--- config.mk ---
export PLATFORM = sky130hd
export DESIGN_NAME = tbp_poller
export DESIGN_NICKNAME = d
export VERILOG_FILES = /design/src/rtl/tbp_pkg.sv /design/src/rtl/tbp_pair_eval.sv /design/src/rtl/tbp_poll_cnt.sv /design/src/rtl/tbp_bus_drv.sv /design/src/rtl/tbp_seq.sv /design/src/rtl/tbp_poller.sv
export SDC_FILE = /design/constraint.sdc
export NUM_CORES = 1
export LEC_CHECK = 0
export BUFFER_PORTS_ARGS = -buffer_cell sky130_fd_sc_hd__buf_2
export CORE_MARGIN = 4
export CORE_UTILIZATION = 43
export DETAILED_ROUTE_END_ITERATION = 10
export PLACE_DENSITY_LB_ADDON = 0.12
export SLEW_MARGIN = 20
export SYNTH_ARGS = -nofsm -noshare
export SYNTH_HDL_FRONTEND = slang
export SYNTH_HIERARCHICAL = 1
export SYNTH_SLANG_ARGS = --single-unit
--- constraint.sdc ---
create_clock -name clk -period 1.7 [get_ports clk]
set_input_delay 0.17 -clock clk [delete_from_list [all_inputs] [get_ports clk]]
set_output_delay 0.17 -clock clk [all_outputs]
set_load 0.1 [all_outputs]
--- src/rtl/tbp_pkg.sv ---
package tbp_pkg;
  localparam int STATUS_W = 8;

  typedef enum logic [2:0] {
    ST_IDLE,
    ST_RD_A,
    ST_RD_B,
    ST_RC_A,
    ST_RC_B,
    ST_WR_RST
  } tbp_state_e;

  localparam logic [1:0] RES_COMPLETE = 2'd0;
  localparam logic [1:0] RES_DEVFAIL  = 2'd1;
  localparam logic [1:0] RES_HOSTTMO  = 2'd2;

  function automatic logic [STATUS_W-1:0] bit_mask(input int pos);
    return STATUS_W'(1) << pos;
  endfunction

  function automatic logic toggle_seen(input logic [STATUS_W-1:0] a,
                                       input logic [STATUS_W-1:0] b,
                                       input logic [STATUS_W-1:0] mask);
    return |((a ^ b) & mask);
  endfunction

  function automatic logic flag_seen(input logic [STATUS_W-1:0] w,
                                     input logic [STATUS_W-1:0] mask);
    return |(w & mask);
  endfunction
endpackage

--- src/rtl/tbp_pair_eval.sv ---
module tbp_pair_eval
  import tbp_pkg::*;
#(
  parameter int TOG_BIT  = 6,
  parameter int FAIL_BIT = 5
) (
  input  logic                clk,
  input  logic                rst_n,
  input  logic                load_first_i,
  input  logic [STATUS_W-1:0] rdata_i,
  output logic                toggled_o,
  output logic                fail_flag_o
);
  localparam logic [STATUS_W-1:0] TOG_MASK  = bit_mask(TOG_BIT);
  localparam logic [STATUS_W-1:0] FAIL_MASK = bit_mask(FAIL_BIT);

  logic [STATUS_W-1:0] first_q;

  always_ff @(posedge clk) begin
    if (!rst_n)            first_q <= '0;
    else if (load_first_i) first_q <= rdata_i;
  end

  assign toggled_o   = toggle_seen(first_q, rdata_i, TOG_MASK);
  assign fail_flag_o = flag_seen(rdata_i, FAIL_MASK);
endmodule

--- src/rtl/tbp_poll_cnt.sv ---
module tbp_poll_cnt #(
  parameter int MAX_POLLS = 64
) (
  input  logic clk,
  input  logic rst_n,
  input  logic clr_i,
  input  logic inc_i,
  output logic at_last_o
);
  localparam int CW = $clog2(MAX_POLLS + 1);
  localparam logic [CW-1:0] LAST = CW'(MAX_POLLS - 1);

  logic [CW-1:0] cnt_q;

  always_ff @(posedge clk) begin
    if (!rst_n || clr_i) cnt_q <= '0;
    else if (inc_i)      cnt_q <= cnt_q + 1'b1;
  end

  assign at_last_o = (cnt_q == LAST);
endmodule

--- src/rtl/tbp_bus_drv.sv ---
module tbp_bus_drv
  import tbp_pkg::*;
#(
  parameter int                  AW      = 16,
  parameter logic [STATUS_W-1:0] RST_CMD = 8'hF0
) (
  input  logic                clk,
  input  logic                rst_n,
  input  tbp_state_e          state_i,
  input  logic                accept_i,
  input  logic [AW-1:0]       op_addr_i,
  output logic                req_o,
  output logic                we_o,
  output logic [AW-1:0]       addr_o,
  output logic [STATUS_W-1:0] wdata_o
);
  logic [AW-1:0] addr_q;

  always_ff @(posedge clk) begin
    if (!rst_n)        addr_q <= '0;
    else if (accept_i) addr_q <= op_addr_i;
  end

  assign req_o   = (state_i != ST_IDLE);
  assign we_o    = (state_i == ST_WR_RST);
  assign addr_o  = addr_q;
  assign wdata_o = we_o ? RST_CMD : '0;
endmodule

--- src/rtl/tbp_seq.sv ---
module tbp_seq
  import tbp_pkg::*;
(
  input  logic       clk,
  input  logic       rst_n,
  input  logic       start_i,
  input  logic       abort_i,
  input  logic       xfer_i,
  input  logic       toggled_i,
  input  logic       fail_flag_i,
  input  logic       at_last_i,
  output tbp_state_e state_o,
  output logic       accept_o,
  output logic       load_first_o,
  output logic       cnt_inc_o,
  output logic       done_o,
  output logic [1:0] result_o,
  output logic       ev_abort_o,
  output logic       ev_timeout_o
);
  tbp_state_e state_q, state_d;
  logic       abort_pend_q;
  logic       abort_now;
  logic       finish;
  logic [1:0] finish_code;
  logic       done_q;
  logic [1:0] result_q;

  assign abort_now = abort_i | abort_pend_q;
  assign accept_o  = (state_q == ST_IDLE) & start_i;

  always_comb begin
    state_d      = state_q;
    load_first_o = 1'b0;
    cnt_inc_o    = 1'b0;
    finish       = 1'b0;
    finish_code  = RES_COMPLETE;
    ev_abort_o   = 1'b0;
    ev_timeout_o = 1'b0;
    unique case (state_q)
      ST_IDLE: if (start_i) state_d = ST_RD_A;
      ST_RD_A, ST_RC_A: if (xfer_i) begin
        if (abort_now) begin
          state_d    = ST_IDLE;
          ev_abort_o = 1'b1;
        end else begin
          load_first_o = 1'b1;
          state_d      = (state_q == ST_RD_A) ? ST_RD_B : ST_RC_B;
        end
      end
      ST_RD_B: if (xfer_i) begin
        if (abort_now) begin
          state_d    = ST_IDLE;
          ev_abort_o = 1'b1;
        end else if (!toggled_i) begin
          state_d = ST_IDLE;
          finish  = 1'b1;
        end else if (fail_flag_i) begin
          state_d = ST_RC_A;
        end else if (at_last_i) begin
          state_d      = ST_IDLE;
          finish       = 1'b1;
          finish_code  = RES_HOSTTMO;
          ev_timeout_o = 1'b1;
        end else begin
          cnt_inc_o = 1'b1;
          state_d   = ST_RD_A;
        end
      end
      ST_RC_B: if (xfer_i) begin
        if (abort_now) begin
          state_d    = ST_IDLE;
          ev_abort_o = 1'b1;
        end else if (!toggled_i) begin
          state_d = ST_IDLE;
          finish  = 1'b1;
        end else begin
          state_d = ST_WR_RST;
        end
      end
      ST_WR_RST: if (xfer_i) begin
        state_d     = ST_IDLE;
        finish      = 1'b1;
        finish_code = RES_DEVFAIL;
      end
      default: state_d = ST_IDLE;
    endcase
  end

  always_ff @(posedge clk) begin
    if (!rst_n) begin
      state_q      <= ST_IDLE;
      abort_pend_q <= 1'b0;
      done_q       <= 1'b0;
      result_q     <= RES_COMPLETE;
    end else begin
      state_q <= state_d;
      done_q  <= finish;
      if (finish) result_q <= finish_code;
      if (state_d == ST_IDLE)                           abort_pend_q <= 1'b0;
      else if (abort_i && state_q != ST_IDLE && state_q != ST_WR_RST) abort_pend_q <= 1'b1;
    end
  end

  assign state_o  = state_q;
  assign done_o   = done_q;
  assign result_o = result_q;
endmodule

--- src/rtl/tbp_poller.sv ---
module tbp_poller
  import tbp_pkg::*;
#(
  parameter int                  AW        = 16,
  parameter int                  MAX_POLLS = 64,
  parameter int                  TOG_BIT   = 6,
  parameter int                  FAIL_BIT  = 5,
  parameter logic [STATUS_W-1:0] RST_CMD   = 8'hF0
) (
  input  logic                clk,
  input  logic                rst_n,
  input  logic                start_i,
  input  logic                abort_i,
  input  logic [AW-1:0]       op_addr_i,
  output logic                busy_o,
  output logic                done_o,
  output logic [1:0]          result_o,
  output logic                bus_req_o,
  output logic                bus_we_o,
  output logic [AW-1:0]       bus_addr_o,
  output logic [STATUS_W-1:0] bus_wdata_o,
  input  logic                bus_ack_i,
  input  logic [STATUS_W-1:0] bus_rdata_i
);
  tbp_state_e state;
  logic accept, xfer, load_first, cnt_inc, toggled, fail_flag, at_last;
  logic ev_abort, ev_timeout;

  assign xfer   = bus_req_o & bus_ack_i;
  assign busy_o = (state != ST_IDLE);

  tbp_seq u_seq (
    .clk, .rst_n,
    .start_i, .abort_i,
    .xfer_i       (xfer),
    .toggled_i    (toggled),
    .fail_flag_i  (fail_flag),
    .at_last_i    (at_last),
    .state_o      (state),
    .accept_o     (accept),
    .load_first_o (load_first),
    .cnt_inc_o    (cnt_inc),
    .done_o,
    .result_o,
    .ev_abort_o   (ev_abort),
    .ev_timeout_o (ev_timeout)
  );

  tbp_pair_eval #(.TOG_BIT(TOG_BIT), .FAIL_BIT(FAIL_BIT)) u_eval (
    .clk, .rst_n,
    .load_first_i (load_first),
    .rdata_i      (bus_rdata_i),
    .toggled_o    (toggled),
    .fail_flag_o  (fail_flag)
  );

  tbp_poll_cnt #(.MAX_POLLS(MAX_POLLS)) u_cnt (
    .clk, .rst_n,
    .clr_i     (accept),
    .inc_i     (cnt_inc),
    .at_last_o (at_last)
  );

  tbp_bus_drv #(.AW(AW), .RST_CMD(RST_CMD)) u_bus (
    .clk, .rst_n,
    .state_i   (state),
    .accept_i  (accept),
    .op_addr_i,
    .req_o     (bus_req_o),
    .we_o      (bus_we_o),
    .addr_o    (bus_addr_o),
    .wdata_o   (bus_wdata_o)
  );
endmodule

==> results.md, run 1 <==
- Minimum clock period: 1.80 ns
- Crit end category: flip-flop
- Clock transition at path regs: 0.09 ns
- Initial antenna violation count: 0
- Root Buffer: clkbuf_4
- Routed vias: 1332
- Crit path launch type: flip-flop
- Sink Count: 31
- Number of global-route vias before repair: 1250
- Core area: 0.00339 mm^2
- Via/cell ratio: 4.83
- Avg WL per Cell: 12.4 um
- CP max FO: 6
- CTS hold repair buffers: 0
- Failing checks: setup timing
- Fin crit share: 106%
- Port Buffers: 48
- Setup TNS: -0.400 ns
- Max IR drop VDD: 0.332 mV
- Worst R2R End: u_cnt/cnt_q[2]$_SDFFE_PP0P_
- Hold Crit Endpoint: u_bus/addr_o[7]$_SDFFE_PN0P_
- Ant. Diodes: 0
- Layout cells sized above 1: 47.8%
- Die area: 0.00458 mm^2
- GRT Residual Overflow: 0
- Final WS setup: -0.101 ns
- Num rows: 21
- Initial Util: 45.2%
- Most common cell after layout, fill and taps aside: buf_2
- Leak pwr: 0.973 nW
- # setup viols final: 8
- R2R Path Start: u_seq/state_o[2]$_SDFF_PN0_
- CTS tree: yes
- Total track usage: 15.7%
- Die span in x: 67.7 um
- Drt first pass iters: 4
- H-tree Lvls: 2
- Commonest cells after routing, fill and taps aside: buf_2 (43), buf_4 (26), dfxtp_1 (25)
- Max Clock Skew: 0.00593 ns
- Synth-to-Final Area Change: 38.1%
- Global routing usage on met1: 17.8%
- Global route hottest layer: met2
- Final Hold Violating Endpoints: 0
- Worst hold start: op_addr_i[7]
- Max cap viols: 0
- Hpwl dp: 2500 um
- DRC viols: 0
- Setup CP Type: reg2reg
- Worst skew pair latency: 0.31 ns
- Bufs on Longest Clock Path: 2
- Arr. time, crit path: 2.00 ns
- Final ANT Viol Nets: 0
- Die height: 67.7 um
- Warnings from Yosys: 6
- Hold WC Path Type: in2reg
- Reg2Reg Setup Slack: -0.10 ns
- Required time of the critical path: 1.90 ns
- Min-Delay Path Depth: 3
- Final WL: 3420 um
- GRT met2 Usage: 26.0%
- Fill cell count: 292
- Syn Area/Cell: 9.57 um^2
- FMAX: 555 MHz
- Layout Nets: 260
- RSZ-0062 raised after global routing: true
- Maximum number of pins on one net before global-route repair: 26
- RD Place Congestion: 0.865
- Utilization after layout: 62.4%
- CTS buffer count: 5
- Reg2Reg Depth: 10
- Pins Over Slew Limit: 0
- Synth Instances: 160
- First-pass GRT wire length: 5420 um
- Synth Cell Area: 0.00153 mm^2
- Met3 usage: 6.82%
- Top Ports: 59
- Fin Hold WS: 0.109 ns
- Total power: 1.68 mW
- Status: complete, but fails checks
- P per Cell Area: 794 mW/mm^2
- Drt first-iter violations: 43
## state kept, by name (all words and copies together), names as in the netlist
| name | count |
|---|---|
| u_bus/addr_o | 16 |
| u_cnt/cnt_q | 7 |
| u_seq/state_o | 3 |
| u_seq/result_o | 2 |
| u_eval/first_q | 1 |
| u_seq/abort_pend_q | 1 |
| u_seq/done_o | 1 |
## layout make-up
type	instances	area, um^2	area share [%]
timing repair buffer	77	490	23.2
inverter	2	7.51	0.355
multi-input combinational	113	872	41.2
clock inverter	1	5.00	0.237
clock buffer	6	51.3	2.43
sequential	31	631	29.8
tap	46	57.6	2.72
## metrics by stage
| stage | instances | area [um^2] | setup WS (ns) |
|---|---|---|---|
| 6_report | 276 | 2110 | -0.101 |
| 4_1_cts | 274 | 2040 | -0.0594 |
| 5_1_grt | 276 | 2110 | -0.241 |
| 3_5_place_dp | 260 | 1920 | -0.100 |
| 3_3_place_gp | 260 | 1920 | -0.0970 |
| 2_1_floorplan | 163 | 1600 | -0.158 |
## critical path, cell delays in order, from the launching register on
cell and delay, ns:
dfxtp_4 0.37, or3_4 0.38, and2_4 0.17, nand3_2 0.07
nor3_2 0.04, buf_4 0.16, buf_4 0.13, buf_6 0.11
nand2_1 0.06, xor2_1 0.14, nor2_1 0.05
## where the power goes
part           internal (mW)  switching, mW
clock                  0.191          0.229
combinational          0.125          0.362
sequential             0.755         0.0170
## per-layer routing
metal	vias to the layer above	part of all wire, %
li1	666	-
met1	614	41
met2	44	50
met3	8	7.4
met4	0	1.6
met5	-	0
## worst max path at each step
| stage | startpoint | to | slack [ns] |
|---|---|---|---|
| detailed placement | u_eval/first_q[6]$_SDFFE_PN0P_ | u_cnt/cnt_q[5]$_SDFFE_PP0P_ | -0.10 |
| global placement | u_eval/first_q[6]$_SDFFE_PN0P_ | u_cnt/cnt_q[5]$_SDFFE_PP0P_ | -0.1 |
| global route | u_eval/first_q[6]$_SDFFE_PN0P_ | u_cnt/cnt_q[5]$_SDFFE_PP0P_ | -0.24 |
| floorplan | u_seq/state_o[0]$_SDFF_PN0_ | bus_wdata_o[4] | -0.16 |
| CTS | u_eval/first_q[6]$_SDFFE_PN0P_ | u_cnt/cnt_q[5]$_SDFFE_PP0P_ | -0.06 |
| finish | u_seq/state_o[2]$_SDFF_PN0_ | u_cnt/cnt_q[2]$_SDFFE_PP0P_ | -0.10 |
## timing repair
action | CTS | global route
resized for setup | 4 | 16
buffers inserted | 7 | 3
pin swaps | 5 | 16
endpoints found under the setup margin | 14 | 18
Note: power is estimated with default switching activity, not from simulation.
==> run 2: changes to the inputs <==
--- a/config.mk
+++ b/config.mk
@@ -7,9 +7,10 @@
 export LEC_CHECK = 0
 export BUFFER_PORTS_ARGS = -buffer_cell sky130_fd_sc_hd__buf_2
 export CORE_MARGIN = 4
-export CORE_UTILIZATION = 43
+export CORE_UTILIZATION = 33
 export DETAILED_ROUTE_END_ITERATION = 10
 export PLACE_DENSITY_LB_ADDON = 0.12
+export SETUP_SLACK_MARGIN = 0.15
 export SLEW_MARGIN = 20
 export SYNTH_ARGS = -nofsm -noshare
 export SYNTH_HDL_FRONTEND = slang
==> constraint.sdc (replaced) <==
create_clock -name clk -period 2.1 [get_ports clk]
set_input_delay 0.21 -clock clk [delete_from_list [all_inputs] [get_ports clk]]
set_output_delay 0.21 -clock clk [all_outputs]
set_load 0.1 [all_outputs]
==> run 2 against run 1 <==
The run now ends clean. Cell area down 8.1%. Core utilization down 18 points. First-iteration DRC count down 14%. Register-to-register slack better by 0.38 ns. Count of clock-buffer cells in the layout unchanged. Sequential power down 19%. Flip-flop and latch count unchanged. Clock skew down 0.0012 ns. Global-route usage down 3.8 points. Critical path type unchanged. Largest power group unchanged.
==> results.md, run 2 (same netlist as run 1, synthesis figures left out) <==
- Sequential standard cell area: 627 um^2
- Post-Route M1 WL: 1390 um
- Clock transition at path regs: 0.06 ns
- Hold WC Path Type: in2reg
- GRT Residual Overflow: 0
- Bufs on Longest Clock Path: 2
- Worst path slowest cell: or3_1
- Slowest stage delay, CP: 0.35 ns
- Crit end category: flip-flop
- First-pass GRT wire length: 5740 um
- CP max FO: 5
- Max cap viols: 0
- Sink Count: 31
- Die span in x: 76.1 um
- Final ANT Viol Nets: 0
- RD Place Congestion: 0.758
- Utilization after layout: 44.0%
- Die height: 76.1 um
- DRC viols: 0
- Ant. Diodes: 0
- Arr. time, crit path: 2.03 ns
- Wire length on met2: 1730 um
- RSZ-0062 raised after global routing: false
- CTS tree: yes
- Reg2Reg Setup Slack: 0.28 ns
- Status: complete, no violations
- H-tree Lvls: 2
- Final Hold Violating Endpoints: 0
- DR WL met3: 250 um
- Fin crit share: 86.7%
- Num rows: 24
- Commonest cells after routing, fill and taps aside: buf_2 (48), dfxtp_1 (26), nor2b_1 (19)
- Port Buffers: 48
- Layout Nets: 242
- Drt first-iter violations: 37
- Pins Over Slew Limit: 0
- Layout cells sized above 1: 41.0%
- Synth-to-Final Area Change: 26.9%
- Crit path buffers/inverters: 1
- Maximum number of pins on one net before global-route repair: 26
- Top Ports: 59
- Crit path launch type: flip-flop
- Area of the multi-input gates: 833 um^2
- Setup CP Type: reg2reg
- Fill cell count: 430
- Number of global-route vias before repair: 1251
- P per Cell Area: 762 mW/mm^2
- Initial Util: 34.7%
- Total track usage: 11.9%
- Required time of the critical path: 2.31 ns
- Via/cell ratio: 4.78
- Leak pwr: 0.881 nW
- Die area: 0.00580 mm^2
- Setup TNS: 0 ns
- Most common cell after layout, fill and taps aside: buf_2
- Crit path max-delay family: simple AND/OR/NAND/NOR gates
- Routed vias: 1262
- Fin Hold WS: 0.187 ns
- Initial antenna violation count: 0
- Max reg flops: 16
- Worst skew pair latency: 0.28 ns
- Drt first pass iters: 4
- CTS buffer count: 5
- FMAX: 549 MHz
- Avg WL per Cell: 13.0 um
- Max Clock Skew: 0.00470 ns
- # setup viols final: 0
- Core area: 0.00441 mm^2
- Max IR drop VDD: 0.332 mV
- Highest routed metal layer: met4
- Minimum clock period: 1.82 ns
- Hpwl dp: 2570 um
- Final WL: 3430 um
- Worst-path cell chain: xor2_2 -> nor4b_4 -> nand3_2 -> nor3_2 -> buf_4 -> nand4_2 -> or3_1 -> a21oi_2
- CTS hold repair buffers: 0
- Root Buffer: clkbuf_8
run 2: cell count changes in the layout (fill, tap and decap cells not counted), moves of 2 or more:
| cell | change |
|---|---|
| buf_4 | -15 |
| buf_2 | +5 |
| buf_6 | -2 |
| clkbuf_8 | +5 |
| clkbuf_4 | -10 |
run 2: worst reg2reg max path, delay by kind of cell, from the launching register on:
| kind | cells | cell delay [ns] |
|---|---|---|
| AO/OA/AOI/OAI | 1 | 0.13 |
| XOR/XNOR | 1 | 0.17 |
| buffers and inverters | 1 | 0.16 |
| flip-flops | 1 | 0.33 |
| AND/OR/NAND/NOR | 5 | 0.96 |
run 2: report_power, final:
group          switching [mW]  leakage, nW  internal [mW]
Clock                   0.213       0.0470          0.257
Combinational           0.291        0.579         0.0923
Sequential             0.0145        0.255          0.613
Total                   0.518        0.881          0.962
run 2: final timing paths:
path	startpoint	to	depth (start not counted)
hold reg to reg	u_seq/result_o[1]$_SDFFE_PN0P_	u_seq/result_o[1]$_SDFFE_PN0P_	2
hold / removal	op_addr_i[1]	u_bus/addr_o[1]$_SDFFE_PN0P_	3
setup / recovery	u_eval/first_q[6]$_SDFFE_PN0P_	u_cnt/cnt_q[5]$_SDFFE_PP0P_	8
setup reg to reg	u_eval/first_q[6]$_SDFFE_PN0P_	u_cnt/cnt_q[5]$_SDFFE_PP0P_	8
run 2: final cells by class:
cell class	count	share of cell area, %
sequential	31	32.3
multi-input combinational	113	42.9
inverter	2	0.386
timing repair buffer	59	16.6
clock inverter	1	0.258
tap	52	3.35
clock buffer	6	4.25
run 2: repair_timing:
action | in CTS | in global routing
setup endpoints to repair | 2 | 4
resized for setup | 1 | 14
setup buffers | 1 | 2
pin swaps | 0 | 2
run 2: routing by layer:
metal,global-route usage [%],vias to the layer above
li1,-,630
met5,0,-
met3,5.20,6
met4,3.67,0
met2,21.3,35
met1,12.5,591
run 2: per-stage QoR:
stage,setup slack (ns),std cells,power (mW),instance area [um^2]
global route,0.156,264,1.55,1940
floorplan,0.163,163,0.964,1550
finish,0.280,264,1.48,1940
detailed placement,0.105,254,1.02,1780
global placement,0.134,254,1.02,1780
CTS,0.134,262,1.51,1880
==> run 3: changes to the inputs <==
--- a/config.mk
+++ b/config.mk
@@ -9,7 +9,7 @@
 export CORE_MARGIN = 4
 export CORE_UTILIZATION = 33
 export DETAILED_ROUTE_END_ITERATION = 10
-export PLACE_DENSITY_LB_ADDON = 0.12
+export PLACE_DENSITY = 0.67
 export SETUP_SLACK_MARGIN = 0.15
 export SLEW_MARGIN = 20
 export SYNTH_ARGS = -nofsm -noshare
==> run 3 against run 2 <==
Worst hold slack about the same. Cell count increased by 0.38%. Critical endpoint is now u_cnt/cnt_q[6]$_SDFFE_PP0P_. Worst setup slack got worse by 0.083 ns. Register-to-register slack got worse by 0.08 ns. Cell area increased by 1.9%. Critical path type unchanged. Global-route usage decreased by 1.7 points. Highest routed layer unchanged.
==> results.md, run 3 (same netlist as run 1, synthesis figures left out) <==
- Status: complete, no violations
- Max Clock Skew: 0.00524 ns
- Maximum number of pins on one net before global-route repair: 26
- FMAX: 525 MHz
- Crit end category: flip-flop
- Fill cell count: 430
- Port Buffers: 48
- Die span in x: 76.1 um
- CTS tree: yes
- CP max FO: 5
- Non-filler cells, final: 265
- Final ANT Viol Nets: 0
- Hpwl dp: 2170 um
- Synth-to-Final Area Change: 29.2%
- Num rows: 24
- Fin crit share: 90.6%
- P per Cell Area: 812 mW/mm^2
- Drt first-iter violations: 31
- Setup TNS: 0 ns
- Worst-path cell chain: xor2_2 -> nor4b_4 -> nand3_2 -> nor3_4 -> buf_6 -> nand2_1 -> or3_1 -> a21oi_1
- Met3 usage: 3.90%
- DRC viols: 0
- Setup CP Type: reg2reg
- Top Ports: 59
- Layout cells sized above 1: 39.0%
- Sink Count: 31
- Avg WL per Cell: 11.7 um
- GRT Residual Overflow: 0
- Max reg flops: 16
- Crit path max-delay family: simple AND/OR/NAND/NOR gates
- H-tree Lvls: 2
- RD Place Congestion: 0.819
- Area of the multi-input gates: 841 um^2
- Bufs on Longest Clock Path: 2
- Crit path launch type: flip-flop
- Hold WC Path Type: in2reg
- Total track usage: 10.3%
- Global routing usage on met1: 12.6%
- Slowest stage delay, CP: 0.35 ns
- Minimum clock period: 1.90 ns
- Die height: 76.1 um
- Final WL: 3110 um
- CTS hold repair buffers: 0
- Ant. Diodes: 0
- Inst Count DP: 255
- Global route hottest layer: met2
- # setup viols final: 0
- Arr. time, crit path: 2.11 ns
- Root Buffer: clkbuf_8
- Crit path buffers/inverters: 1
- Clock transition at path regs: 0.07 ns
- Max IR drop VDD: 0.251 mV
- First-pass GRT wire length: 4860 um
- CTS buffer count: 5
- Utilization after layout: 44.8%
- RSZ-0062 raised after global routing: true
- Number of global-route vias before repair: 1071
- Routed vias: 1204
- Core area: 0.00441 mm^2
- Leak pwr: 0.896 nW
- Final Hold Violating Endpoints: 0
- Worst path slowest cell: dfxtp_2
- Commonest cells after routing, fill and taps aside: buf_2 (48), dfxtp_1 (30), nor2b_1 (20)
- Drt first pass iters: 4
- Initial antenna violation count: 0
- Initial Util: 34.7%
- Layout Nets: 242
- Die area: 0.00580 mm^2
- Required time of the critical path: 2.31 ns
- Worst skew pair latency: 0.28 ns
- GRT met2 Usage: 15.4%
- Max cap viols: 0
- Via/cell ratio: 4.54
- Most common cell after layout, fill and taps aside: buf_2
- Sequential standard cell area: 622 um^2
- Pins Over Slew Limit: 0
## run 3: tightest hold or removal path: cells and delay by family
family	cells	cell delay, ns
buffers and inverters	1	0.07
and+or+nand+nor	1	0.09
muxes	1	0.06
## run 3: what timing repair did
item                       4_1_cts  5_1_grt
resized for setup                3        9
pin swaps                        0        5
setup endpoints to repair        3        3
buffers inserted                 0        2
## run 3: path summary, 6_finish.rpt
check / startpoint / end / slack (ns) / depth (start not counted)
worst min-delay path: op_addr_i[11] / u_bus/addr_o[11]$_SDFFE_PN0P_ / 0.19 / 3
worst min register to register: u_seq/result_o[0]$_SDFFE_PN0P_ / u_seq/result_o[0]$_SDFFE_PN0P_ / 0.45 / 2
worst max-delay path: u_eval/first_q[6]$_SDFFE_PN0P_ / u_cnt/cnt_q[6]$_SDFFE_PP0P_ / 0.20 / 8
worst max register to register: u_eval/first_q[6]$_SDFFE_PN0P_ / u_cnt/cnt_q[6]$_SDFFE_PP0P_ / 0.20 / 8
## run 3: final cells by class
| type | count | share of cell area [%] |
|---|---|---|
| clock inverter | 2 | 1.77 |
| inverter | 2 | 0.379 |
| sequential | 31 | 31.4 |
| timing repair buffer | 59 | 16.5 |
| tap | 52 | 3.29 |
| clock buffer | 6 | 4.17 |
| multi-input combinational | 113 | 42.5 |
## run 3: stage by stage
step | cell area, um^2 | power (mW) | hold WS [ns] | setup WS [ns]
2_1_floorplan | 1550 | 0.964 | 0.327 | 0.163
5_1_grt | 1980 | 1.67 | 0.189 | 0.108
4_1_cts | 1920 | 1.63 | 0.180 | 0.122
3_5_place_dp | 1790 | 1.02 | 0.442 | 0.0793
3_3_place_gp | 1790 | 1.01 | 0.439 | 0.110
6_report | 1980 | 1.61 | 0.187 | 0.197
## run 3: per-layer routing
metal  vias up  share of wire (%)
met5         -                  0
met4         0               0.61
met3         4                8.6
met2        39                 44
met1       524                 46
li1        637                  -
## run 3: power by group
part / total [mW] / internal, mW / leakage, nW / switching [mW]
clock: 0.600 / 0.383 / 0.0612 / 0.216
sequential: 0.626 / 0.613 / 0.253 / 0.0132
combinational: 0.382 / 0.0923 / 0.581 / 0.290
